--- src/rtl/mdrop_scan_port.sv ---
module mdrop_scan_port #(
  parameter int ADDR_W = 10
) (
  input  logic              ptck,
  input  logic              ptrst_n,
  input  logic              ptms,
  input  logic              ptdi,
  output logic              ptdo,
  output logic              ptdo_en,
  output logic              stms,
  output logic              stdo,
  output logic              stdo_en,
  input  logic              stdi,
  input  logic [ADDR_W-1:0] addr
);

  localparam int ACK_LEN = 2 * ADDR_W + 4;
  localparam int ACW = $clog2(ACK_LEN);
  localparam int AIW = $clog2(ADDR_W);
  localparam int RCW = $clog2(ADDR_W + 1);
  localparam logic [ADDR_W-1:0] A_DISC = {ADDR_W{1'b1}};
  localparam logic [ADDR_W-1:0] A_RST  = A_DISC - 1'b1;
  localparam logic [ADDR_W-1:0] A_SYNC = A_DISC - 2'd2;

  typedef enum logic [3:0] {
    TLR, RTI, SELDR, CAPDR, SHDR, EX1DR, PADR, EX2DR, UPDR,
    SELIR, CAPIR, SHIR, EX1IR, PAIR, EX2IR, UPIR
  } tap_t;

  typedef enum logic [2:0] {S_RESET, S_OFF, S_ACK, S_ON, S_SYNC} link_t;

  tap_t  tap, tap_nx;
  link_t status;

  always_comb begin
    case (tap)
      TLR:     tap_nx = ptms ? TLR   : RTI;
      RTI:     tap_nx = ptms ? SELDR : RTI;
      SELDR:   tap_nx = ptms ? SELIR : CAPDR;
      CAPDR:   tap_nx = ptms ? EX1DR : SHDR;
      SHDR:    tap_nx = ptms ? EX1DR : SHDR;
      EX1DR:   tap_nx = ptms ? UPDR  : PADR;
      PADR:    tap_nx = ptms ? EX2DR : PADR;
      EX2DR:   tap_nx = ptms ? UPDR  : SHDR;
      UPDR:    tap_nx = ptms ? SELDR : RTI;
      SELIR:   tap_nx = ptms ? TLR   : CAPIR;
      CAPIR:   tap_nx = ptms ? EX1IR : SHIR;
      SHIR:    tap_nx = ptms ? EX1IR : SHIR;
      EX1IR:   tap_nx = ptms ? UPIR  : PAIR;
      PAIR:    tap_nx = ptms ? EX2IR : PAIR;
      EX2IR:   tap_nx = ptms ? UPIR  : SHIR;
      UPIR:    tap_nx = ptms ? SELDR : RTI;
      default: tap_nx = TLR;
    endcase
  end

  always_ff @(posedge ptck or negedge ptrst_n)
    if (!ptrst_n) tap <= TLR;
    else          tap <= tap_nx;

  logic in_pause, stay;
  assign in_pause = (tap == PADR) || (tap == PAIR);
  assign stay = ((tap == TLR) && ptms) || (((tap == RTI) || in_pause) && !ptms);

  logic              ph, first, rx_act;
  logic [RCW-1:0]    rx_n;
  logic [ADDR_W-1:0] rx_sh;
  logic [1:0]        pair;
  logic              rx_live, rx_done;

  assign pair    = {first, ptdi};
  assign rx_live = stay && (status != S_ACK);
  assign rx_done = rx_live && rx_act && ph && (rx_n == RCW'(ADDR_W)) && (pair == 2'b00);

  always_ff @(posedge ptck or negedge ptrst_n) begin
    if (!ptrst_n) begin
      ph     <= 1'b0;
      first  <= 1'b0;
      rx_act <= 1'b0;
      rx_n   <= '0;
      rx_sh  <= '0;
    end else if (!rx_live) begin
      ph     <= 1'b0;
      rx_act <= 1'b0;
    end else if (!rx_act) begin
      first <= ptdi;
      ph    <= 1'b1;
      rx_n  <= '0;
      if (ph && first && ptdi) begin
        rx_act <= 1'b1;
        ph     <= 1'b0;
      end
    end else if (!ph) begin
      first <= ptdi;
      ph    <= 1'b1;
    end else begin
      ph <= 1'b0;
      if (rx_n == RCW'(ADDR_W)) begin
        rx_act <= 1'b0;
      end else if (pair == 2'b10 || pair == 2'b01) begin
        rx_sh <= {rx_sh[ADDR_W-2:0], first};
        rx_n  <= rx_n + RCW'(1);
      end else begin
        rx_act <= 1'b0;
      end
    end
  end

  logic           local_ok;
  logic [ACW-1:0] ack_cnt;
  logic           hold;

  assign local_ok = addr < A_SYNC;

  always_ff @(posedge ptck or negedge ptrst_n) begin
    if (!ptrst_n) begin
      status  <= S_RESET;
      ack_cnt <= '0;
      hold    <= 1'b1;
    end else begin
      if (status == S_ON || status == S_SYNC) hold <= ptms;
      else if (status == S_RESET)             hold <= 1'b1;
      if (rx_done) begin
        if (rx_sh == A_DISC)                   status <= S_OFF;
        else if (rx_sh == A_RST)               status <= S_RESET;
        else if (rx_sh == A_SYNC) begin
          if (in_pause)                        status <= S_SYNC;
        end else if (local_ok && rx_sh == addr) begin
          status  <= S_ACK;
          ack_cnt <= '0;
        end else                               status <= S_OFF;
      end else if (status == S_ACK) begin
        if (!stay)                                    status <= S_OFF;
        else if (ack_cnt == ACW'(ACK_LEN - 1))        status <= S_ON;
        else                                          ack_cnt <= ack_cnt + ACW'(1);
      end
    end
  end

  logic [ACW-1:0] ack_off, ack_pos;
  logic           ack_bit;

  assign ack_off = ack_cnt - ACW'(2);
  assign ack_pos = ACW'(ADDR_W - 1) - (ack_off >> 1);

  always_comb begin
    if (ack_cnt < ACW'(2))                    ack_bit = 1'b1;
    else if (ack_cnt >= ACW'(ACK_LEN - 2))    ack_bit = 1'b0;
    else                                      ack_bit = addr[ack_pos[AIW-1:0]] ^ ack_cnt[0];
  end

  logic fwd;
  assign fwd     = (status == S_ON) || (status == S_SYNC);
  assign stms    = (status == S_RESET) ? 1'b1 : (fwd ? ptms : hold);
  assign stdo    = ptdi;
  assign stdo_en = fwd;
  assign ptdo_en = (status == S_ON) || (status == S_ACK);
  assign ptdo    = (status == S_ACK) ? ack_bit : stdi;

  assert_ack_len_R3: assert property (@(posedge ptck) disable iff (!ptrst_n)
    (status == S_ON && $past(status) == S_ACK) |-> $past(ack_cnt) == ACW'(ACK_LEN - 1));

  assert_mismatch_quiet_R5: assert property (@(posedge ptck) disable iff (!ptrst_n)
    (rx_done && rx_sh != addr && rx_sh < A_SYNC) |=> (!ptdo_en && !stdo_en));

  assert_hold_R6: assert property (@(posedge ptck) disable iff (!ptrst_n)
    (status == S_OFF && !rx_done) |=> $stable(stms));

  assert_rst_high_R8: assert property (@(posedge ptck) disable iff (!ptrst_n)
    (rx_done && rx_sh == A_RST) |=> (stms && !ptdo_en && !stdo_en));

  assert_sync_pause_R9: assert property (@(posedge ptck) disable iff (!ptrst_n)
    (status == S_SYNC && $past(status) != S_SYNC) |-> ($past(tap) == PADR || $past(tap) == PAIR));

endmodule

--- config.mk ---
export PLATFORM = sky130hd
export DESIGN_NAME = mdrop_scan_port
export DESIGN_NICKNAME = d
export VERILOG_FILES = /design/src/rtl/mdrop_scan_port.sv
export SDC_FILE = /design/constraint.sdc
export NUM_CORES = 1
export LEC_CHECK = 0
export BUFFER_PORTS_ARGS = -buffer_cell sky130_fd_sc_hd__buf_2
export CAP_MARGIN = 25
export CORE_ASPECT_RATIO = 1.25
export CORE_MARGIN = 2
export CORE_UTILIZATION = 32
export CTS_CLUSTER_SIZE = 28
export DETAILED_ROUTE_END_ITERATION = 7
export GPL_TIMING_DRIVEN = 0
export PLACE_DENSITY = 0.47
export RECOVER_POWER = 50
export SKIP_LAST_GASP = 1
export SLEW_MARGIN = 20
export SYNTH_ARGS = -nofsm -noshare
export SYNTH_HDL_FRONTEND = slang
export SYNTH_SLANG_ARGS = --single-unit
--- constraint.sdc ---
create_clock -name ptck -period 2.8 [get_ports ptck]
set_clock_uncertainty 0.2 [all_clocks]
set_input_delay 0.14 -clock ptck [delete_from_list [all_inputs] [get_ports ptck]]
set_output_delay 0.14 -clock ptck [all_outputs]
set_load 0.005 [all_outputs]
==> results.yml, run 1 <==
outcome:
  status: "complete, but fails checks"
  violations: "max-capacitance violations, max-slew violations, negative setup slack"
flow_run:
  maxCapViolations: 1
setup_path:
  cp.buffers_inverters: 2
  cp_slowest_cell: "dfrtp_1"
  crit_arrival_ps: 2480
  path_delay_family: "multiplexers"
  crit_chain: "inv_2 > ha_4 > xnor2_4 > ha_4 > mux4_2 > mux2i_1 > mux2i_1 > xnor2_1 > a2111oi_2 > o21a_1 > buf_2"
  required_ps: 2460
  cp-start-kind: "register"
  crit_path_end_kind: "output pin"
  path_class: "reg2out"
  max_stage_delay_ps: 370
  critPathMaxFanout: 3
die:
  num_rows: 32
  core_um2: 6206
  die_w_um: 76.02
  dieArea_um2: 7147
  die_y_um: 94.02
  pin_count: 20
  start_util_pct: 33.43
min_path:
  hp-class: "in2reg"
routing:
  vias_per_cell: 4.982
  routedWlPerCell_um: 12.89
  ant_nets: 0
  route.detailed.drc: 0
  drtPass1Iterations: 4
  initialDrtViolationCount: 41
  vias: 1689
  routed_wl_um: 4371
synthesis:
  ys_types: 51
  synth-edff-count: 0
  syn_inst: 220
  synth-seq-area-share_pct: 36.25
  synth-seq-cells: 30
  synthArstFlopShare_pct: 100.0
  synth.avg_cell_area_um2: 9.429
  ys.flop_type: "dfrtp_1"
  syn-num-nets: 243
  yosysWarnings: 0
  syn-cell-area_um2: 2074
clock_network:
  clock_sinks: 30
  cts.htree.levels: 2
  cts-root-buf: "clkbuf_8"
  clkLatencyLatePin_ps: 280
  clk_pin_slew_ps: 60
  cts_tree: "built"
  clock_path_buffers: 2
  cts_buffers: 5
global_routing:
  antenna_found_initial: 0
  grt_usage_pct: 13.99
  grt_pass1_vias: 1758
  grt_max_degree: 31
  grt_pass1_wl_um: 8128
  grt_overflow: 0
timing:
  setup_slack_ps: -19.38
  rsz0062_at_grt: "yes"
  hold_viol_final: 0
  worst_pin_slew_ps: 1671
  finalHoldWorstSlack_ps: 270.0
  slew_headroom_pct: -11.38
  period_needed_ps: 2819
  finalCritPeriodShare_pct: 100.7
  drv_slew: 31
  max_clock_freq_mhz: 354.7
  setup_violations: 1
placed_design:
  globalplace.congestion: 0.8239
  place_hpwl_um: 3133
  placed_cells: 324
  numPortBuffers: 19
finish:
  drive_above_1_share_pct: 26.38
  diodes: 0
  layout.nets: 276
  final_cells: 339
  area_delta_synth_final_pct: 20.51
  most-common-layout-cells: "dfrtp_1, buf_2, nand2_1"
  final_common_cell: "dfrtp_1"
power_and_ir_drop:
  ir_worst_vdd_v: 0.0004244
  powerDensity_nw_per_um2: 577.7
  leakage_nw: 1.064
-- state kept, by name, summed over array words and instances (netlist names) --
name / cells
tap: 4
rx_sh: 10
ph: 1
ack_cnt: 5
rx_act: 1
status: 3
first: 1
rx_n: 4
hold: 1
-- layout make-up --
cell class / count / area, um2
Fill cell: 630 / 3706
Multi-Input combinational cell: 169 / 1285
Sequential cell: 30 / 753.2
Timing Repair Buffer: 27 / 160.2
Inverter: 11 / 43.79
Clock inverter: 3 / 40.04
Tap cell: 85 / 106.4
Buffer: 9 / 42.54
Clock buffer: 5 / 68.82
-- worst min-delay path: stages --
cell	delay, ps
buf_2	90
a2111oi_0	120
and3_1	250
nor2_1	110
-- power by group --
group / internal [mW] / total (mW) / switching (mW)
Clock: 0.262 / 0.430 / 0.168
Combinational: 0.197 / 0.499 / 0.302
Sequential: 0.478 / 0.516 / 0.0375
Total: 0.937 / 1.44 / 0.507
-- final timing paths --
path	from	end	slack, ps	depth (start not counted)
hold reg to reg	rx_n[3]	rx_n[3]	290	1
setup / recovery	ack_cnt[2]	ptdo	-20	11
max in group asynchronous	ptrst_n	ack_cnt[1]	680	2
min in group asynchronous	ptrst_n	rx_n[0]	620	2
setup reg to reg	status[2]	status[0]	340	6
hold / removal	addr[9]	ack_cnt[4]	270	4
-- logic make-up (layout without fill, tap and decap cells) --
kind of cell    count (synthesis)  in the layout  share of synthesized area (%)
compound gates                 51             51                          17.98
xor+xnor                       18             18                          7.600
fa+ha+maj                       8              8                          4.825
buf+inv                        21             55                          4.222
flops                          30             30                          36.25
mux                            17             17                          10.13
simple gates                   75             75                          19.00
-- through the flow --
stage	util (%)	setup WS, ps	power, mW	TNS [ps]	instance area [um2]
floorplan	-	163.0	0.9066	0	2074
global placement	36.67	-211.5	1.020	-211.5	2276
detailed placement	36.67	-166.1	1.020	-166.1	2276
CTS	40.12	-153.2	1.468	-153.2	2490
global route	40.28	-184.0	1.566	-184.0	2500
finish	40.28	-19.38	1.444	-19.38	2500
-- synthesized netlist by cell type (2+ instances only) --
master	instances	area share (%)
o31ai_1	3	1.1
and2_1	4	1.2
nand4_1	8	2.4
a31oi_1	3	0.90
buf_2	4	0.97
nor3_1	5	1.2
nand2b_1	2	0.60
nand3b_1	2	0.72
ha_1	8	4.8
and3_1	2	0.60
mux2_2	11	6.0
inv_1	10	1.8
nand2_1	18	3.3
a2111oi_0	2	0.84
mux2i_1	3	1.4
o21a_1	2	0.72
nor3b_1	2	0.72
a21o_1	3	1.1
o21ai_0	10	2.4
xnor2_1	15	6.3
clkbuf_1	4	0.72
a21oi_1	14	3.4
a22o_1	3	1.3
xor2_1	3	1.3
nand3_1	8	1.9
mux4_2	2	2.2
nor2b_1	2	0.60
dfrtp_1	29	35
nor2_1	16	2.9
-- routing by layer --
layer	part of all wire, %	routed length, um	track usage, %
met1	48	2115	16.88
met2	47	2052	24.48
met3	3.0	130	2.692
met4	1.7	73	5.909
met5	0	0	0
-- timing repair --
| action | in CTS | in global routing |
|---|---|---|
| hold buffers | 3 | 0 |
| buffers inserted | 4 | 1 |
| pin swaps | 5 | 5 |
| setup endpoints to repair | 1 | 1 |
| hold endpoints to repair | 32 | 0 |
| resized for setup | 10 | 1 |
No activity file was read; power rests on OpenSTA's default activity.
==> inputs of run 2 (changes only) <==
--- a/config.mk
+++ b/config.mk
@@ -6,14 +6,13 @@
 export NUM_CORES = 1
 export LEC_CHECK = 0
 export BUFFER_PORTS_ARGS = -buffer_cell sky130_fd_sc_hd__buf_2
-export CAP_MARGIN = 25
 export CORE_ASPECT_RATIO = 1.25
 export CORE_MARGIN = 2
-export CORE_UTILIZATION = 32
+export CORE_UTILIZATION = 55
 export CTS_CLUSTER_SIZE = 28
 export DETAILED_ROUTE_END_ITERATION = 7
 export GPL_TIMING_DRIVEN = 0
-export PLACE_DENSITY = 0.47
+export PLACE_DENSITY = 0.74
 export RECOVER_POWER = 50
 export SKIP_LAST_GASP = 1
 export SLEW_MARGIN = 20
==> constraint.sdc (replaced) <==
create_clock -name ptck -period 2.8 [get_ports ptck]
set_clock_uncertainty 0.2 [all_clocks]
set_input_delay 0.56 -clock ptck [delete_from_list [all_inputs] [get_ports ptck]]
set_output_delay 0.56 -clock ptck [all_outputs]
set_load 0.005 [all_outputs]
==> run 2 against run 1 <==
Compared with the run above:
- the run ends with design-rule violations, max-capacitance violations, max-slew violations, negative setup slack left
- cell count down 15%
- combinational power down 1%
- hold slack better by 12 ps
- sequential share of layout area up 1.6 points
- design area down 4.9%
- clock-buffer cell count unchanged
- fmax down 13%
- global-route usage up 7.1 points
- wire length down 9.5%
- total power down 0.93%
- clock power down 2%
- die area down 40%
- critical path type unchanged
- largest cell class unchanged
- largest power group unchanged
==> results.yml, run 2 (synthesis gave the netlist of run 1 again) <==
outcome:
  status: "complete, but fails checks"
  violations: "design-rule violations, max-capacitance violations, max-slew violations, negative setup slack"
placed_design:
  globalplace.congestion: 0.8798
  numPortBuffers: 19
  placed_cells: 278
  place_hpwl_um: 2851
timing:
  setup_slack_ps: -431.1
  max_clock_freq_mhz: 309.5
  period_needed_ps: 3231
  finalCritPeriodShare_pct: 115.4
  worst_pin_slew_ps: 1573
  slew_headroom_pct: -4.873
  setup_violations: 1
  drv_slew: 31
  hold_viol_final: 0
  rsz0062_at_grt: "yes"
clock_network:
  clock_sinks: 30
  clk_pin_slew_ps: 60
  clock_path_buffers: 2
  cts.htree.levels: 2
  cts-root-buf: "clkbuf_8"
  cts_buffers: 5
  clkLatencyLatePin_ps: 280
  cts_tree: "built"
  cts_hold_buffers: 0
routing:
  vias: 1687
  ant_nets: 0
  drtPass1Iterations: 7
  initialDrtViolationCount: 61
  vias_per_cell: 5.878
  routed_wl_um: 3954
  routedWlPerCell_um: 13.78
  route.detailed.drc: 2
die:
  start_util_pct: 58.55
  pin_count: 20
  die_y_um: 72.67
  core_um2: 3543
  num_rows: 24
  die_w_um: 58.93
  dieArea_um2: 4282
finish:
  diodes: 0
  seq_area_um2: 753.2
  fin_util_pct: 67.09
  fillers: 296
  most-common-layout-cells: "dfrtp_1, buf_2, nand2_1"
  largest_registers: "rx_sh (10), ack_cnt (5)"
  multiInputGateArea_um2: 1274
  drive_above_1_share_pct: 26.21
  layout.nets: 270
  largest_reg_flops: 10
  final_common_cell: "dfrtp_1"
  area_delta_synth_final_pct: 14.60
  final_cells: 287
  top_register: "rx_sh"
setup_path:
  worst_r2r_path_depth: 6
  required_ps: 2040
  cp.buffers_inverters: 2
  cp_slowest_cell: "dfrtp_1"
  r2r-end: "status[1]"
  crit_path_end_kind: "output pin"
  critPathMaxFanout: 3
  cp-start-kind: "register"
  crit_arrival_ps: 2470
  crit_chain: "inv_2 > ha_4 > xnor2_2 > ha_4 > mux4_2 > mux2i_1 > mux2i_1 > xnor2_1 > a2111oi_2 > o21a_1 > buf_2"
  max_stage_delay_ps: 370
  r2r_start: "tap[3]"
  path_delay_family: "multiplexers"
  path_class: "reg2out"
  regToRegSetupSlack_ps: 340
flow_run:
  maxCapViolations: 1
min_path:
  hp-class: "reg2reg"
  hold_path.startpoint: "rx_n[3]"
  hold_depth: 1
  holdPathEnd: "rx_n[3]"
global_routing:
  grt_pass1_vias: 1672
  antenna_found_initial: 0
  grt_usage_pct: 21.10
  grt_overflow: 0
  grt_max_degree: 31
  grt_pass1_wl_um: 7031
power_and_ir_drop:
  leakage_nw: 1.039
  ir_worst_vdd_v: 0.0005061
  powerDensity_nw_per_um2: 601.9
  power_mw: 1.431
[run 2: cell types whose count changed in the layout (fill, tap and decap cells not counted), sizes merged]
cell,previous run,this run
dlygate4sd3,3,0
buf,28,25
[run 2: worst max path at each step]
stage	startpoint	end	slack (ps)	cells after the start
global placement	ack_cnt[1]	ptdo	-490	11
CTS	ack_cnt[1]	ptdo	-410	11
floorplan	ack_cnt[1]	ptdo	-180	10
detailed placement	ack_cnt[1]	ptdo	-460	11
finish	ack_cnt[2]	ptdo	-430	11
global route	ack_cnt[1]	ptdo	-600	11
[run 2: area by class of cell]
cell class | instances | area share, %
multi-input combinational | 169 | 53.58
sequential | 30 | 31.68
timing repair buffer | 21 | 4.579
clock buffer | 5 | 2.895
tap | 39 | 2.053
buffer | 9 | 1.789
inverter | 11 | 1.737
clock inverter | 3 | 1.684
[run 2: report_power, final]
part           internal [mW]  total (mW)  switching [mW]  leakage (nW)
clock network          0.261       0.423           0.161        0.0579
registers              0.478       0.515          0.0370         0.394
logic                  0.194       0.493           0.299         0.587
[run 2: worst reg2reg max path: cells and delay by family, from the launching register on]
family	cells	cell delay, ps
and+or+nand+nor	3	790
AOI/OAI and AO/OA	2	530
DFF	1	440
muxes	1	380
[run 2: repair_timing]
item / in CTS / in global routing
endpoints found under the setup margin: 1 / 1
pin swaps: 1 / 0
resized for setup: 7 / 0
buffers inserted: 2 / 0
hold endpoints to repair: 0 / 0
[run 2: through the flow]
stage                     hold WS, ps  setup TNS, ps  worst slack (ps)  cell area, um2
after floorplan                 64.41         -175.9            -175.9            2087
after global placement          266.7         -487.7            -487.7            2231
after detailed placement        272.5         -462.4            -462.4            2231
after CTS                       132.2         -408.6            -408.6            2379
after global routing            312.2         -599.6            -599.6            2377
final                           282.1         -431.1            -431.1            2377
[run 2: layer usage]
metal	global-route usage, %	vias to the layer above	share of wire [%]	wire length [um]
met5	0	-	0	0
met4	11.11	0	2.3	91
met3	3.191	9	2.9	114
met2	36.42	29	51	2019
met1	24.86	799	44	1729
li1	-	850	-	-
==> inputs of run 3 (changes only) <==
--- a/config.mk
+++ b/config.mk
@@ -9,6 +9,7 @@
 export CORE_ASPECT_RATIO = 1.25
 export CORE_MARGIN = 2
 export CORE_UTILIZATION = 55
+export CTS_BUF_LIST = sky130_fd_sc_hd__clkbuf_16
 export CTS_CLUSTER_SIZE = 28
 export DETAILED_ROUTE_END_ITERATION = 7
 export GPL_TIMING_DRIVEN = 0
==> run 3 against run 2 <==
Compared with the run above:
- the run still ends with design-rule violations, max-capacitance violations, max-slew violations, negative setup slack left
- die area unchanged
- worst setup slack improved by 6.6 ps
- first-iteration DRC count unchanged
- non-clock buffer count unchanged
- critical path depth unchanged
- highest routed layer unchanged
==> results.yml, run 3 (synthesis gave the netlist of run 1 again) <==
routing:
  ant_nets: 0
  routed_wl_um: 3972
  route.detailed.drc: 2
  vias: 1697
  initialDrtViolationCount: 61
  vias_per_cell: 5.913
  drtPass1Iterations: 6
  routedWlPerCell_um: 13.84
timing:
  max_clock_freq_mhz: 310.1
  slew_headroom_pct: -5.670
  drv_slew: 31
  setup_violations: 1
  period_needed_ps: 3225
  finalCritPeriodShare_pct: 115.2
  hold_viol_final: 0
  rsz0062_at_grt: "yes"
  worst_pin_slew_ps: 1585
  setup_slack_ps: -424.5
die:
  start_util_pct: 58.55
  core_um2: 3543
  pin_count: 20
  die_y_um: 72.67
  die_w_um: 58.93
  num_rows: 24
  dieArea_um2: 4282
power_and_ir_drop:
  leakage_nw: 1.064
  powerDensity_nw_per_um2: 660.7
  ir_worst_vdd_v: 0.0005369
clock_network:
  clock_path_buffers: 2
  cts_tree: "built"
  cts.htree.levels: 2
  cts-root-buf: "clkbuf_16"
  clk_pin_slew_ps: 50
  clock_sinks: 30
  cts_buffers: 5
  clkLatencyLatePin_ps: 270
  cts_hold_buffers: 0
global_routing:
  grt_overflow: 0
  grt_max_degree: 31
  grt_pass1_vias: 1638
  antenna_found_initial: 0
  grt_pass1_wl_um: 7044
  grt_usage_pct: 21.10
finish:
  drive_above_1_share_pct: 26.21
  fin_util_pct: 68.68
  final_common_cell: "dfrtp_1"
  area_delta_synth_final_pct: 17.31
  largest_reg_flops: 10
  layout.nets: 270
  most-common-layout-cells: "dfrtp_1, buf_2, nand2_1"
  diodes: 0
  top_register: "rx_sh"
  largest_registers: "rx_sh (10), ack_cnt (5)"
  fillers: 291
  seq_area_um2: 753.2
  multiInputGateArea_um2: 1274
setup_path:
  cp-start-kind: "register"
  worst_r2r_path_depth: 6
  critPathMaxFanout: 3
  crit_path_end_kind: "output pin"
  required_ps: 2040
  max_stage_delay_ps: 360
  path_class: "reg2out"
  crit_arrival_ps: 2460
  crit_chain: "inv_2 > ha_4 > xnor2_2 > ha_4 > mux4_2 > mux2i_1 > mux2i_1 > xnor2_1 > a2111oi_2 > o21a_1 > buf_2"
  cp_slowest_cell: "dfrtp_1"
placed_design:
  globalplace.congestion: 0.8798
  dp_slack_ps: -462.4
  numPortBuffers: 19
  place_hpwl_um: 2851
outcome:
  status: "complete, but fails checks"
  violations: "design-rule violations, max-capacitance violations, max-slew violations, negative setup slack"
flow_run:
  maxCapViolations: 1
min_path:
  hold_depth: 1
  hp-class: "reg2reg"
==> run 3: cell count changes in the layout (fill, tap and decap cells not counted) <==
cell and change:
clkbuf_8 -5, clkbuf_16 +5
==> run 3: report_power, final <==
group	total, mW	internal [mW]	switching, mW	leakage (nW)
clock network	0.597	0.415	0.182	0.0836
registers	0.517	0.479	0.0373	0.394
logic	0.494	0.194	0.300	0.587
total	1.61	1.09	0.519	1.06
==> run 3: final timing paths <==
check | end | startpoint | slack [ps]
worst max-delay path | ptdo | ack_cnt[2] | -420
worst min-delay path | rx_n[3] | rx_n[3] | 280
worst max register to register | status[0] | tap[3] | 340
worst min register to register | rx_n[3] | rx_n[3] | 280
max in group asynchronous | ack_cnt[1] | ptrst_n | 890
min in group asynchronous | rx_n[1] | ptrst_n | 480
==> run 3: critical path, delay by kind of cell, from the launching register on <==
kind / cells / cell delay (ps)
buffers and inverters: 2 / 170
flip-flops: 1 / 360
AO/OA/AOI/OAI: 2 / 370
XOR/XNOR: 2 / 300
adder cells (fa/ha/maj): 2 / 450
multiplexers: 3 / 540
==> run 3: final cells by class <==
| cell class | instances | area share, % |
|---|---|---|
| inverters | 11 | 1.697 |
| flip-flops and latches | 30 | 30.95 |
| clock buffers | 5 | 5.141 |
| plain buffers | 9 | 1.748 |
| well taps | 39 | 2.005 |
| repair buffers | 21 | 4.473 |
| clock inverters | 3 | 1.645 |
| multi-input cells | 169 | 52.34 |
==> run 3: stage by stage <==
| stage | area, um2 | hold WS (ps) | power [mW] | std cells | setup TNS [ps] |
|---|---|---|---|---|---|
| CTS | 2435 | 151.8 | 1.616 | 287 | -390.2 |
| finish | 2434 | 278.3 | 1.608 | 287 | -424.5 |
| global route | 2434 | 309.7 | 1.706 | 287 | -574.7 |
| floorplan | 2087 | 64.41 | 0.9066 | 220 | -175.9 |
| global placement | 2231 | 266.7 | 1.005 | 278 | -487.7 |
| detailed placement | 2231 | 272.5 | 1.013 | 278 | -462.4 |
==> run 3: what timing repair did <==
| action | in CTS | in global routing |
|---|---|---|
| pin swaps | 1 | 0 |
| setup buffers | 2 | 0 |
| setup endpoints to repair | 1 | 1 |
| gates resized for setup | 7 | 0 |
==> run 3: routing by layer <==
layer	track usage [%]	wire, um	up-vias
li1	-	-	846
met1	25.77	1760	809
met2	36.67	2003	36
met3	3.723	145	6
met4	7.828	63	0
met5	0	0	-
